==> config.mk <==
export PLATFORM = sky130hd
export DESIGN_NAME = tmr_flag_unit
export DESIGN_NICKNAME = d
export VERILOG_FILES = /design/src/rtl/tfc_pkg.sv /design/src/rtl/tfc_flag_bank.sv /design/src/rtl/tfc_cfg_regs.sv /design/src/rtl/tfc_clr_decode.sv /design/src/rtl/tmr_flag_unit.sv
export SDC_FILE = /design/constraint.sdc
export NUM_CORES = 1
export LEC_CHECK = 0
export ABC_AREA = 1
export BUFFER_PORTS_ARGS = -buffer_cell sky130_fd_sc_hd__buf_2
export CORE_AREA = 5 5 67 99
export DETAILED_ROUTE_END_ITERATION = 10
export DIE_AREA = 0 0 72 104
export SKIP_LAST_GASP = 1
export SLEW_MARGIN = 10
export SYNTH_ARGS = -nofsm -noshare
export SYNTH_HDL_FRONTEND = slang
export SYNTH_SLANG_ARGS = --single-unit
==> constraint.sdc <==
create_clock -name clk -period 2.1 [get_ports clk]
set_input_delay 0.42 -clock clk [delete_from_list [all_inputs] [get_ports clk]]
set_output_delay 0.42 -clock clk [all_outputs]
set_load 0.01 [all_outputs]
==> src/rtl/tfc_pkg.sv <==
package tfc_pkg;
  localparam int AW  = 8;
  localparam int DW  = 8;
  localparam int NEV = 5;

  // bit positions of the non-channel flags (also their enable bits)
  localparam int EV_OVF   = 0;
  localparam int EV_AOVF  = 1;
  localparam int EV_AEDGE = 2;
  localparam int EV_BOVF  = 3;
  localparam int EV_MODZ  = 4;

  localparam logic [AW-1:0] A_CHFLG = 8'h00;
  localparam logic [AW-1:0] A_EVFLG = 8'h01;
  localparam logic [AW-1:0] A_MODE  = 8'h02;
  localparam logic [AW-1:0] A_DIR   = 8'h03;
  localparam logic [AW-1:0] A_CHIE  = 8'h04;
  localparam logic [AW-1:0] A_EVIE  = 8'h05;
  localparam logic [AW-1:0] A_CNT   = 8'h08;
  localparam logic [AW-1:0] A_PAA   = 8'h0A;
  localparam logic [AW-1:0] A_PAB   = 8'h0C;
  localparam logic [AW-1:0] A_MOD   = 8'h0E;

  // a 16-bit register occupies an even/odd byte pair
  function automatic logic pair_hit(input logic [AW-1:0] addr, input logic [AW-1:0] base);
    return addr[AW-1:1] == base[AW-1:1];
  endfunction

  // write-one-to-clear mask, live only in normal mode
  function automatic logic [DW-1:0] w1c_bits(input logic fast, input logic wr,
                                             input logic hit, input logic [DW-1:0] wd);
    return (!fast && wr && hit) ? wd : '0;
  endfunction

  // next flag state: set dominates clear
  function automatic logic flag_next(input logic q, input logic set, input logic clr);
    return set | (q & ~clr);
  endfunction
endpackage

==> src/rtl/tfc_flag_bank.sv <==
module tfc_flag_bank #(
  parameter int N = 13
) (
  input  logic         clk,
  input  logic         rst_n,
  input  logic [N-1:0] set_i,
  input  logic [N-1:0] clr_i,
  output logic [N-1:0] q_o
);
  import tfc_pkg::*;

  for (genvar i = 0; i < N; i++) begin : g_bit
    always_ff @(posedge clk or negedge rst_n) begin
      if (!rst_n) q_o[i] <= 1'b0;
      else        q_o[i] <= flag_next(q_o[i], set_i[i], clr_i[i]);
    end
  end
endmodule

==> src/rtl/tfc_cfg_regs.sv <==
module tfc_cfg_regs #(
  parameter int NCH = 8
) (
  input  logic                   clk,
  input  logic                   rst_n,
  input  logic [tfc_pkg::AW-1:0] addr,
  input  logic                   wr,
  input  logic [tfc_pkg::DW-1:0] wdata,
  output logic                   fast_o,
  output logic [NCH-1:0]         dir_o,
  output logic [NCH-1:0]         ch_ie_o,
  output logic [tfc_pkg::NEV-1:0] ev_ie_o
);
  import tfc_pkg::*;

  always_ff @(posedge clk or negedge rst_n) begin
    if (!rst_n) begin
      fast_o  <= 1'b0;
      dir_o   <= '0;
      ch_ie_o <= '0;
      ev_ie_o <= '0;
    end else if (wr) begin
      case (addr)
        A_MODE:  fast_o  <= wdata[0];
        A_DIR:   dir_o   <= NCH'(wdata);
        A_CHIE:  ch_ie_o <= NCH'(wdata);
        A_EVIE:  ev_ie_o <= NEV'(wdata);
        default: ;
      endcase
    end
  end
endmodule

==> src/rtl/tfc_clr_decode.sv <==
module tfc_clr_decode #(
  parameter int                        NCH     = 8,
  parameter logic [tfc_pkg::AW-1:0]    CH_BASE = 8'h20
) (
  input  logic                    fast,
  input  logic [NCH-1:0]          dir,
  input  logic [tfc_pkg::AW-1:0]  addr,
  input  logic                    rd,
  input  logic                    wr,
  input  logic [tfc_pkg::DW-1:0]  wdata,
  output logic [NCH-1:0]          clr_ch,
  output logic [tfc_pkg::NEV-1:0] clr_ev
);
  import tfc_pkg::*;

  logic                 acc;
  logic [NCH-1:0]       w1c_ch;
  logic [NEV-1:0]       w1c_ev;
  logic                 f_cnt, f_paa, f_pab, f_mod;

  assign acc    = rd | wr;
  assign w1c_ch = NCH'(w1c_bits(fast, wr, addr == A_CHFLG, wdata));
  assign w1c_ev = NEV'(w1c_bits(fast, wr, addr == A_EVFLG, wdata));

  for (genvar i = 0; i < NCH; i++) begin : g_ch
    localparam logic [AW-1:0] BASE = CH_BASE + AW'(2 * i);
    logic hit, touch;
    assign hit       = pair_hit(addr, BASE);
    assign touch     = dir[i] ? wr : rd;  // compare: write, capture: read
    assign clr_ch[i] = w1c_ch[i] | (fast & hit & touch);
  end

  assign f_cnt = fast & acc & pair_hit(addr, A_CNT);
  assign f_paa = fast & acc & pair_hit(addr, A_PAA);
  assign f_pab = fast & acc & pair_hit(addr, A_PAB);
  assign f_mod = fast & acc & pair_hit(addr, A_MOD);

  assign clr_ev[EV_OVF]   = w1c_ev[EV_OVF]   | f_cnt;
  assign clr_ev[EV_AOVF]  = w1c_ev[EV_AOVF]  | f_paa;
  assign clr_ev[EV_AEDGE] = w1c_ev[EV_AEDGE] | f_paa;
  assign clr_ev[EV_BOVF]  = w1c_ev[EV_BOVF]  | f_pab;
  assign clr_ev[EV_MODZ]  = w1c_ev[EV_MODZ]  | f_mod;
endmodule

==> src/rtl/tmr_flag_unit.sv <==
module tmr_flag_unit #(
  parameter int                     NCH     = 8,
  parameter logic [tfc_pkg::AW-1:0] CH_BASE = 8'h20
) (
  input  logic                   clk,
  input  logic                   rst_n,
  input  logic [tfc_pkg::AW-1:0] bus_addr,
  input  logic                   bus_rd,
  input  logic                   bus_wr,
  input  logic [tfc_pkg::DW-1:0] bus_wdata,
  output logic [tfc_pkg::DW-1:0] bus_rdata,
  input  logic [NCH-1:0]         ch_evt,
  input  logic                   ovf_evt,
  input  logic                   paa_ovf_evt,
  input  logic                   paa_edge_evt,
  input  logic                   pab_ovf_evt,
  input  logic                   modz_evt,
  output logic                   irq
);
  import tfc_pkg::*;

  localparam int NF = NCH + NEV;

  logic                 mode_fast;
  logic [NCH-1:0]       ch_dir, ch_ie;
  logic [NEV-1:0]       ev_ie, ev_set, clr_ev;
  logic [NCH-1:0]       clr_ch;
  logic [NF-1:0]        flag_q, flag_set, flag_clr;
  logic [NCH-1:0]       ch_q;
  logic [NEV-1:0]       ev_q;

  assign ev_set[EV_OVF]   = ovf_evt;
  assign ev_set[EV_AOVF]  = paa_ovf_evt;
  assign ev_set[EV_AEDGE] = paa_edge_evt;
  assign ev_set[EV_BOVF]  = pab_ovf_evt;
  assign ev_set[EV_MODZ]  = modz_evt;

  assign flag_set = {ev_set, ch_evt};
  assign flag_clr = {clr_ev, clr_ch};
  assign ch_q     = flag_q[NCH-1:0];
  assign ev_q     = flag_q[NF-1:NCH];

  tfc_cfg_regs #(.NCH(NCH)) u_cfg (
    .clk(clk), .rst_n(rst_n), .addr(bus_addr), .wr(bus_wr), .wdata(bus_wdata),
    .fast_o(mode_fast), .dir_o(ch_dir), .ch_ie_o(ch_ie), .ev_ie_o(ev_ie)
  );

  tfc_clr_decode #(.NCH(NCH), .CH_BASE(CH_BASE)) u_dec (
    .fast(mode_fast), .dir(ch_dir), .addr(bus_addr), .rd(bus_rd), .wr(bus_wr),
    .wdata(bus_wdata), .clr_ch(clr_ch), .clr_ev(clr_ev)
  );

  tfc_flag_bank #(.N(NF)) u_flags (
    .clk(clk), .rst_n(rst_n), .set_i(flag_set), .clr_i(flag_clr), .q_o(flag_q)
  );

  always_comb begin
    bus_rdata = '0;
    if (bus_rd) begin
      case (bus_addr)
        A_CHFLG: bus_rdata = DW'(ch_q);
        A_EVFLG: bus_rdata = DW'(ev_q);
        A_MODE:  bus_rdata = DW'(mode_fast);
        A_DIR:   bus_rdata = DW'(ch_dir);
        A_CHIE:  bus_rdata = DW'(ch_ie);
        A_EVIE:  bus_rdata = DW'(ev_ie);
        default: bus_rdata = '0;
      endcase
    end
  end

  assign irq = (|(ch_q & ch_ie)) | (|(ev_q & ev_ie));
endmodule

* After elaboration in Yosys (flattened, before gate mapping) *
Cells that the tools add are included.

operators by class
  eq/ne operators = 17
  muxes and demuxes = 12
  bitwise gates (word level) = 77
  reduce and logical (&&, ||, !) cells = 11

operator list
  operator                                                                count
  7-bit by 5-bit equality test with 1-bit output (second input constant)  8
  8-bit case mux with 6 select lines                                      1
  1-bit bitwise AND                                                       34
  7-bit by 3-bit equality test with 1-bit output (second input constant)  4
  1-bit bitwise OR                                                        28
  8-bit by 2-bit equality test with 1-bit output (second input constant)  2
  8-bit by 3-bit equality test with 1-bit output (second input constant)  2
  8-bit 2-to-1 mux                                                        2
  1-bit inverter                                                          13
  8-bit bitwise AND                                                       1
  8-bit by 1-bit equality test with 1-bit output (second input constant)  1
  8-bit zero test                                                         1
  1-bit 2-to-1 mux                                                        8
  2-bit AND reduction                                                     4
  8-bit OR reduction                                                      1
  5-bit bitwise AND                                                       1
  5-bit 2-to-1 mux                                                        1
  5-bit OR reduction                                                      1
  1-bit logical AND                                                       3
  1-bit zero test                                                         1

word-level totals
  flip-flop bits (word level) = 35
  bits of input ports = 33
  output and inout port bits = 9

* Logic depth before layout (Yosys ltp) *
Gate-level depths: netlist of run 1.

  word-level depth = 8
  gate-level depth with buffers = 8
  mapped depth without buffers = 7

* Cells and area by module *
A second synthesis of run 1 with hierarchy kept.

unflattened totals
  cell total of the unflattened synthesis = 387
  area total of the unflattened synthesis = 2482.4 sq um

by module, submodules not included
  module          times used  cells an instance  area each (sq um)
  tfc_cfg_regs    1           116                1008.5
  tfc_flag_bank   1           65                 520.5
  tmr_flag_unit   1           105                513.0
  tfc_clr_decode  1           101                440.4

* Worst setup path before layout of run 1 *
OpenSTA, ideal clock, no wires.

  kind = input -> output
  from = input port bus_addr[4] (netlist bit)
  to = output port bus_rdata[1] (netlist bit)
  data arrival time = 1.287 ns
  required time = 1.680 ns
  slack = 0.393 ns
  cell stages on the path = 8
  buffers on the path = 1
  cell sequence = nor2_1 nand2_2 inv_2 buf_4 nand3_1 nand3_1 nor2_1 nor2_1

on the way
  cells in the longest elaborated chain, start to end = 3

RTL lines
  what                                                                    RTL line             RTL
  start, declared                                                         tmr_flag_unit.sv:7   input logic [tfc_pkg::AW-1:0] bus_addr,
  8-bit by 3-bit equality test with 1-bit output (tied with other cells)  tmr_flag_unit.sv:60  case (bus_addr)
  8-bit case mux with 6 select lines (*)                                  tmr_flag_unit.sv:60
  8-bit 2-to-1 mux (*)                                                    tmr_flag_unit.sv:59  if (bus_rd) begin
  end, declared                                                           tmr_flag_unit.sv:11  output logic [tfc_pkg::DW-1:0] bus_rdata,

Every way passes the cells marked *; elsewhere a longest branch is shown, timed or not.

* Final worst setup path of run 1 *
  from = input port bus_addr[3] (netlist bit)
  to = output port bus_rdata[4] (netlist bit)

Same word-level chain as after synthesis.

==> results of run 1 <==
## worst reg2reg max path: cells and delay by family, from the launching register on
| family | cells | cell delay (ps) |
|---|---|---|
| compound gates | 1 | 150 |
| flops | 1 | 520 |
| simple gates | 4 | 560 |
## routing by layer
layer,wire [µm],GRT usage (%),up-vias
li1,-,-,1097
met1,2540,21.9,1015
met2,3720,34.6,70
met3,313,3.29,15
met4,153,6.85,0
met5,0,0,-
## where the power goes
| part | switching, W | internal, W |
|---|---|---|
| Combinational | 0.000125 | 0.0000661 |
| Sequential | 0.0000274 | 0.000699 |
| Clock | 0.000268 | 0.000232 |
## final cells by class
| cell class | instances | area share (%) |
|---|---|---|
| multi-input cells | 221 | 42.8 |
| inverters | 36 | 5.35 |
| repair buffers | 53 | 11.8 |
| clock buffers | 6 | 2.77 |
| clock inverters | 2 | 0.478 |
| well taps | 72 | 3.44 |
| flip-flops and latches | 35 | 33.4 |
## cell families (layout without fill, tap and decap cells)
family / Yosys count / after routing / share of synthesized area [%]
AOI/OAI and AO/OA: 42 / 42 / 11.5
buffers and inverters: 44 / 97 / 9.60
DFF: 35 / 35 / 39.8
and+or+nand+nor: 179 / 179 / 39.1
## cells in the mapped netlist, drive strengths merged
master,n
buf,6
dfrtp,35
a221oi,2
clkbuf,2
nand4,3
inv,36
o21ai,24
nand3,66
o211ai,4
a21oi,12
nor4,1
nor2,31
nand2,75
nor3,3
## path summary, 6_finish.rpt
path / from / endpoint
setup / recovery: bus_addr[3] / bus_rdata[4]
hold / removal: rst_n / u_cfg.ev_ie_o[0]
setup reg to reg: u_cfg.fast_o / u_flags.q_o[0]
hold reg to reg: u_cfg.ev_ie_o[1] / u_cfg.ev_ie_o[1]
max in group asynchronous: rst_n / u_flags.q_o[1]
min in group clk: ch_evt[2] / u_flags.q_o[2]
## through the flow
stage / hold slack (ps) / instance area [µm²] / power [W] / std cells / worst slack (ps)
after global routing: 275 / 2620 / 0.00149 / 425 / 24.8
after CTS: 235 / 2610 / 0.00142 / 425 / 108
after global placement: 498 / 2530 / 0.000927 / 417 / 124
final: 211 / 2620 / 0.00142 / 425 / 141
after floorplan: 124 / 2200 / 0.000832 / 300 / 393
after detailed placement: 506 / 2530 / 0.000930 / 417 / 111
## repair_timing
| action | in CTS | in global routing |
|---|---|---|
| gates resized for setup | 0 | 2 |
| endpoints found under the hold margin | 0 | 0 |
| hold buffers | 0 | 0 |
| endpoints found under the setup margin | 0 | 4 |
## registers in the layout, summed over array words and instances, names as in the netlist
name,cells
u_flags.q_o,13
u_cfg.ch_ie_o,8
u_cfg.dir_o,8
u_cfg.ev_ie_o,5
u_cfg.fast_o,1
==> results.tsv, run 1 <==
stage	metric	value	unit
outcome	status	complete, no violations	
synth	ys_ff_latch	35	
flow_run	max_cap_violations	0	
synth	yosysSeqAreaShare	39.8	%
place	gp_congestion	0.946	
cts	post-cts-setup-buffers	0	
global_routing	grt_pass1_wl	11200	µm
timing	slew_viol_final	0	
routing	ant_nets	0	
critical_path	cp_slowest_cell	o21ai_0	
cells_and_area	register_area	876	µm²
cells_and_area	final_common_cell	nand2_1	
routing	routed_wl	6730	µm
timing	max_freq	511	MHz
timing	tns	0	ps
timing	slew_headroom	46.0	%
global_routing	grt_pass1_vias	2234	
critical_path	r2r_cells	5	
timing	worst_slew_pin_slew	810	ps
power	powerDensity	541	mW/mm²
routing	viasPerCell	5.17	
cts	root_buffer	clkbuf_8	
critical_path	critical_path_depth	9	
critical_path	critPathTopFamily	simple AND/OR/NAND/NOR gates	
floorplan	row_count	34	
cts	cts_max_level	2	
routing	drc	0	
routing	drt_iter0_drc	164	
timing	hold_viol	0	
power	vdd_ir_drop_max	0.000419	V
critical_path	cp_num_buf_inv	3	
power	power.leakage	1.34	nW
critical_path	critPathMaxFanout	7	
critical_path	crit_required	1680	ps
cts	cts_tree	done	
cells_and_area	nFillCells	619	
synth	syn_nets	333	
critical_path	cp_cell_sequence	buf_2 > inv_2 > nand2_1 > nor2_4 > nand2_4 > o21ai_0 > nor2_1 > nor2_1 > buf_2	
global_routing	track_usage	19.1	%
hold_path	hold_path.class	primary input to async pin	
timing	setup_viol	0	
timing	rsz0062_at_grt	false	
cells_and_area	diodes	0	
floorplan	ioPinCount	42	
routing	vias	2197	
critical_path	arrival	1540	ps
critical_path	regToRegSetupSlack	750	ps
cells_and_area	multi_input_area	0.00112	mm²
global_routing	grt-ovfl-total	0	
place	post-dp-hpwl	5180	µm
cells_and_area	mostFrequentLayoutCells	nand2_1 (69), nand3_1 (65), buf_2 (41)	
cells_and_area	synthToLayoutAreaGrowth	18.9	%
synth	ys_types	29	
critical_path	end_kind	output pin	
synth	syn_area_per_cell	7.34	µm²
synth	yosys.area.top_type	dfrtp_1	
cts	cts.sink_count	35	
critical_path	critPathKind	primary input to output pin	
timing	fin_crit_sh	93.3	%
floorplan	start_util	38.6	%
synth	yosysWarnings	0	
critical_path	start_kind	primary input	
timing	skew	4.53	ps
floorplan	core	0.00570	mm²
synth	netlist_instances	300	
cts	clk_latency	300	ps
routing	route.detailed.wl_per_inst	15.8	µm
cells_and_area	drive_above_1_share	24.4	%
floorplan	dieWidth	72	µm
cells_and_area	fin_nets	385	
synth	synth_top_area_share	39.8	%
cts	clk_pin_slew	80	ps
synth	synth_area_leaders	dfrtp_1 (40%), nand3_1 (15%), nand2_1 (12%)	
global_routing	grt_max_degree	36	
routing	first_pass_iters	4	
floorplan	fp.dieH	104	µm
global_routing	antenna_found_initial	0	
timing	fin_crit	1960	ps
critical_path	max_stage_delay	170	ps
floorplan	die_area	0.00749	mm²
place	io_buffers	41	
synth	syn_area	0.00220	mm²
cells_and_area	post-route-util	45.9	%
cts	cts_made_buffers	5	
cts	clockBufferDepth	2	
Power figures use the tool's default switching activity.
==> inputs of run 2 (changes only) <==
- ABC_AREA: 1 -> 0
- CORE_AREA: 5 5 67 99 -> 5 5 78 80
- DIE_AREA: 0 0 72 104 -> 0 0 83 85
==> run 2 against run 1 <==
Critical path depth fell by 4. Total power grew 4.5%. Synthesized cell count decreased by 36%. Worst hold slack got worse by 9.9 ps. Wire length is 13% lower. Highest routed layer unchanged. Sequential share of layout area rose by 1.1 points. Largest power group unchanged. Utilization grew 1.6 points.
==> results.tsv, run 2 <==
stage	metric	value	unit	change
timing	rsz0062_at_grt	false		
cells_and_area	fin_nets	281		-27%
cells_and_area	synthToLayoutAreaGrowth	23.0	%	
synth	syn_area_per_cell	10.7	µm²	+46%
cts	clk_pin_slew	70	ps	about the same
cells_and_area	top_regs	u_flags.q_o (13), u_cfg.ch_ie_o (8), u_cfg.dir_o (8)		
timing	tns	0	ps	unchanged
synth	synth_edf_count	0		unchanged
routing	routed_wl	5840	µm	-13%
timing	skew	7.12	ps	+2.59 ps
synth	yosysSeqAreaShare	42.5	%	+2.7 points
timing	fin_crit	2000	ps	+38.1 ps
routing	vias	1792		-18%
synth	ys_ff_latch	35		unchanged
critical_path	end_kind	output pin		
critical_path	max_stage_delay	470	ps	+300 ps
critical_path	critPathTopFamily	flip-flops		
routing	drc	0		unchanged
synth	synth_commonest_cells	dfrtp_1 (35), nand2_1 (24), mux2_2 (16), mux2i_1 (11), nor3_1 (9)		
timing	worst_slew_pin_slew	791	ps	-18.6 ps
routing	first_pass_iters	4		unchanged
cells_and_area	largest_register_ff_count	13		unchanged
cells_and_area	diodes	0		unchanged
cts	cts_tree	done		
cts	cts_max_level	2		unchanged
outcome	status	complete, no violations		
critical_path	cp_slowest_cell	dfrtp_1		
critical_path	arrival	1580	ps	+40 ps
synth	netlist_instances	193		-36%
cts	cts_hold_buf	0		unchanged
routing	route.detailed.wl_per_inst	18.2	µm	+15%
global_routing	grt_max_degree	36		unchanged
critical_path	start_kind	flop		
power	vdd_ir_drop_max	0.000233	V	-44%
cells_and_area	register_area	876	µm²	unchanged
synth	synth_area_leaders	dfrtp_1 (42%), mux2_2 (8.7%), mux2_4 (5.8%)		
timing	slew_headroom	47.3	%	+1.2 points
floorplan	die_area	0.00706	mm²	-5.8%
critical_path	cp_cell_sequence	mux2_2 > a22oi_1 > o22a_1 > nor2_1 > buf_2		
power	finalPower	0.00148	W	+4.5%
cells_and_area	nFillCells	551		-11%
critical_path	critPathKind	flop to output pin		
critical_path	crit_required	1680	ps	about the same
hold_path	hold_path.class	primary input to async pin		
floorplan	ioPinCount	42		unchanged
cts	clk_latency	290	ps	about the same
floorplan	dieWidth	83	µm	+15%
timing	slew_viol_final	0		unchanged
global_routing	grt_pass1_wl	9760	µm	-12%
timing	fin_crit_sh	95.1	%	+1.8 points
routing	drt_iter0_drc	93		-43%
cells_and_area	drive_above_1_share	41.0	%	+17 points
cts	cts.sink_count	35		unchanged
routing	viasPerCell	5.58		+8.0%
synth	synth_top_area_share	42.5	%	+2.7 points
power	powerDensity	584	mW/mm²	+7.9%
floorplan	fp.dieH	85	µm	-18%
timing	max_freq	501	MHz	-1.9%
cells_and_area	multi_input_area	0.00114	mm²	+2.0%
place	dpl_cell_area	0.00242	mm²	-4.2%
cells_and_area	top_register	u_flags.q_o		
place	post-dp-hpwl	4430	µm	-14%
timing	setup_viol	0		unchanged
cells_and_area	mostFrequentLayoutCells	buf_2 (40), dfrtp_1 (35), nand2_1 (24)		
timing	holdWs	201	ps	-9.89 ps
synth	synthArstFlopShare	100	%	unchanged
synth	ys_types	39		+34%
power	power.leakage	1.16	nW	-13%
place	gp_congestion	0.871		-7.9%
place	io_buffers	41		unchanged
synth	yosys.area.top_type	dfrtp_1		
critical_path	cp_num_buf_inv	1		-2
cells_and_area	design_area	0.00254	mm²	-3.2%
cts	clockBufferDepth	2		unchanged
global_routing	grt-ovfl-total	0		unchanged
global_routing	track_usage	17.4	%	-1.7 points
synth	synth_ff_type	dfrtp_1		
cells_and_area	final_common_cell	buf_2		
cts	cts_made_buffers	5		unchanged
global_routing	antenna_found_initial	0		unchanged
global_routing	grt_pass1_vias	1881		-16%
synth	syn_area	0.00206	mm²	-6.4%
floorplan	row_count	27		-21%
synth	yosysWarnings	0		unchanged
cts	root_buffer	clkbuf_8		
routing	ant_nets	0		unchanged
floorplan	start_util	38.6	%	about the same
critical_path	critPathMaxFanout	6		-1
timing	hold_viol	0		unchanged
synth	synth_most_common_cell	dfrtp_1		
floorplan	core	0.00534	mm²	-6.4%
flow_run	max_cap_violations	0		unchanged
synth	syn_nets	226		-32%
[run 2: logic make-up after synthesis]
group	count (synthesis)	synth area share (%)
AND/OR/NAND/NOR	64	17.6
multiplexers	35	19.9
flip-flops	35	42.5
buffers and inverters	9	2.37
AO/OA/AOI/OAI	50	17.7
[run 2: report_power, final]
part	internal (W)	switching, W	total (W)
Sequential	0.000694	0.0000216	0.000716
Clock	0.000299	0.000245	0.000545
Combinational	0.000109	0.000112	0.000221
Total	0.00110	0.000379	0.00148
[run 2: worst register-to-register path: cells and delay by family (launching register included)]
family	cells	cell delay, ps
simple gates	3	580
compound gates	1	230
flops	1	470
[run 2: cell type report]
type	instances	share of cell area (%)
multi-input cells	149	45.0
clock buffers	8	3.95
repair buffers	57	12.9
flip-flops and latches	35	34.5
well taps	72	3.55
[run 2: what timing repair did]
item / 4_1_cts / 5_1_grt
resized for setup: 0 / 3
buffers inserted: 0 / 1
endpoints found under the setup margin: 0 / 1
[run 2: routing by layer]
layer  vias up  part of all wire, %  routed length [µm]  track usage (%)
met3        10                  5.6                 325             3.79
met1       880                   47                2750             24.3
met5         -                    0                   0                0
met4         0                  1.5                  85             6.09
met2        63                   46                2680             26.7
li1        839                    -                   -                -
[run 2: path summary, 6_finish.rpt]
| check | from | endpoint | slack [ps] | cells past startpoint |
|---|---|---|---|---|
| hold reg to reg | u_flags.q_o[8] | u_flags.q_o[8] | 540 | 1 |
| setup reg to reg | u_cfg.fast_o | u_flags.q_o[10] | 710 | 4 |
| setup / recovery | u_cfg.fast_o | bus_rdata[0] | 100 | 5 |
| max in group asynchronous | rst_n | u_cfg.dir_o[5] | 1380 | 1 |
| hold / removal | rst_n | u_flags.q_o[6] | 200 | 1 |
| min in group clk | ch_evt[6] | u_flags.q_o[6] | 320 | 2 |
[run 2: through the flow]
stage | utilization [%] | std cells | worst slack [ps]
after global placement | 45.4 | 312 | 95.1
after floorplan | - | 193 | 298
final | 47.5 | 321 | 103
after global routing | 47.5 | 321 | 22.4
after CTS | 47.2 | 320 | 69.2
after detailed placement | 45.4 | 312 | 75.9
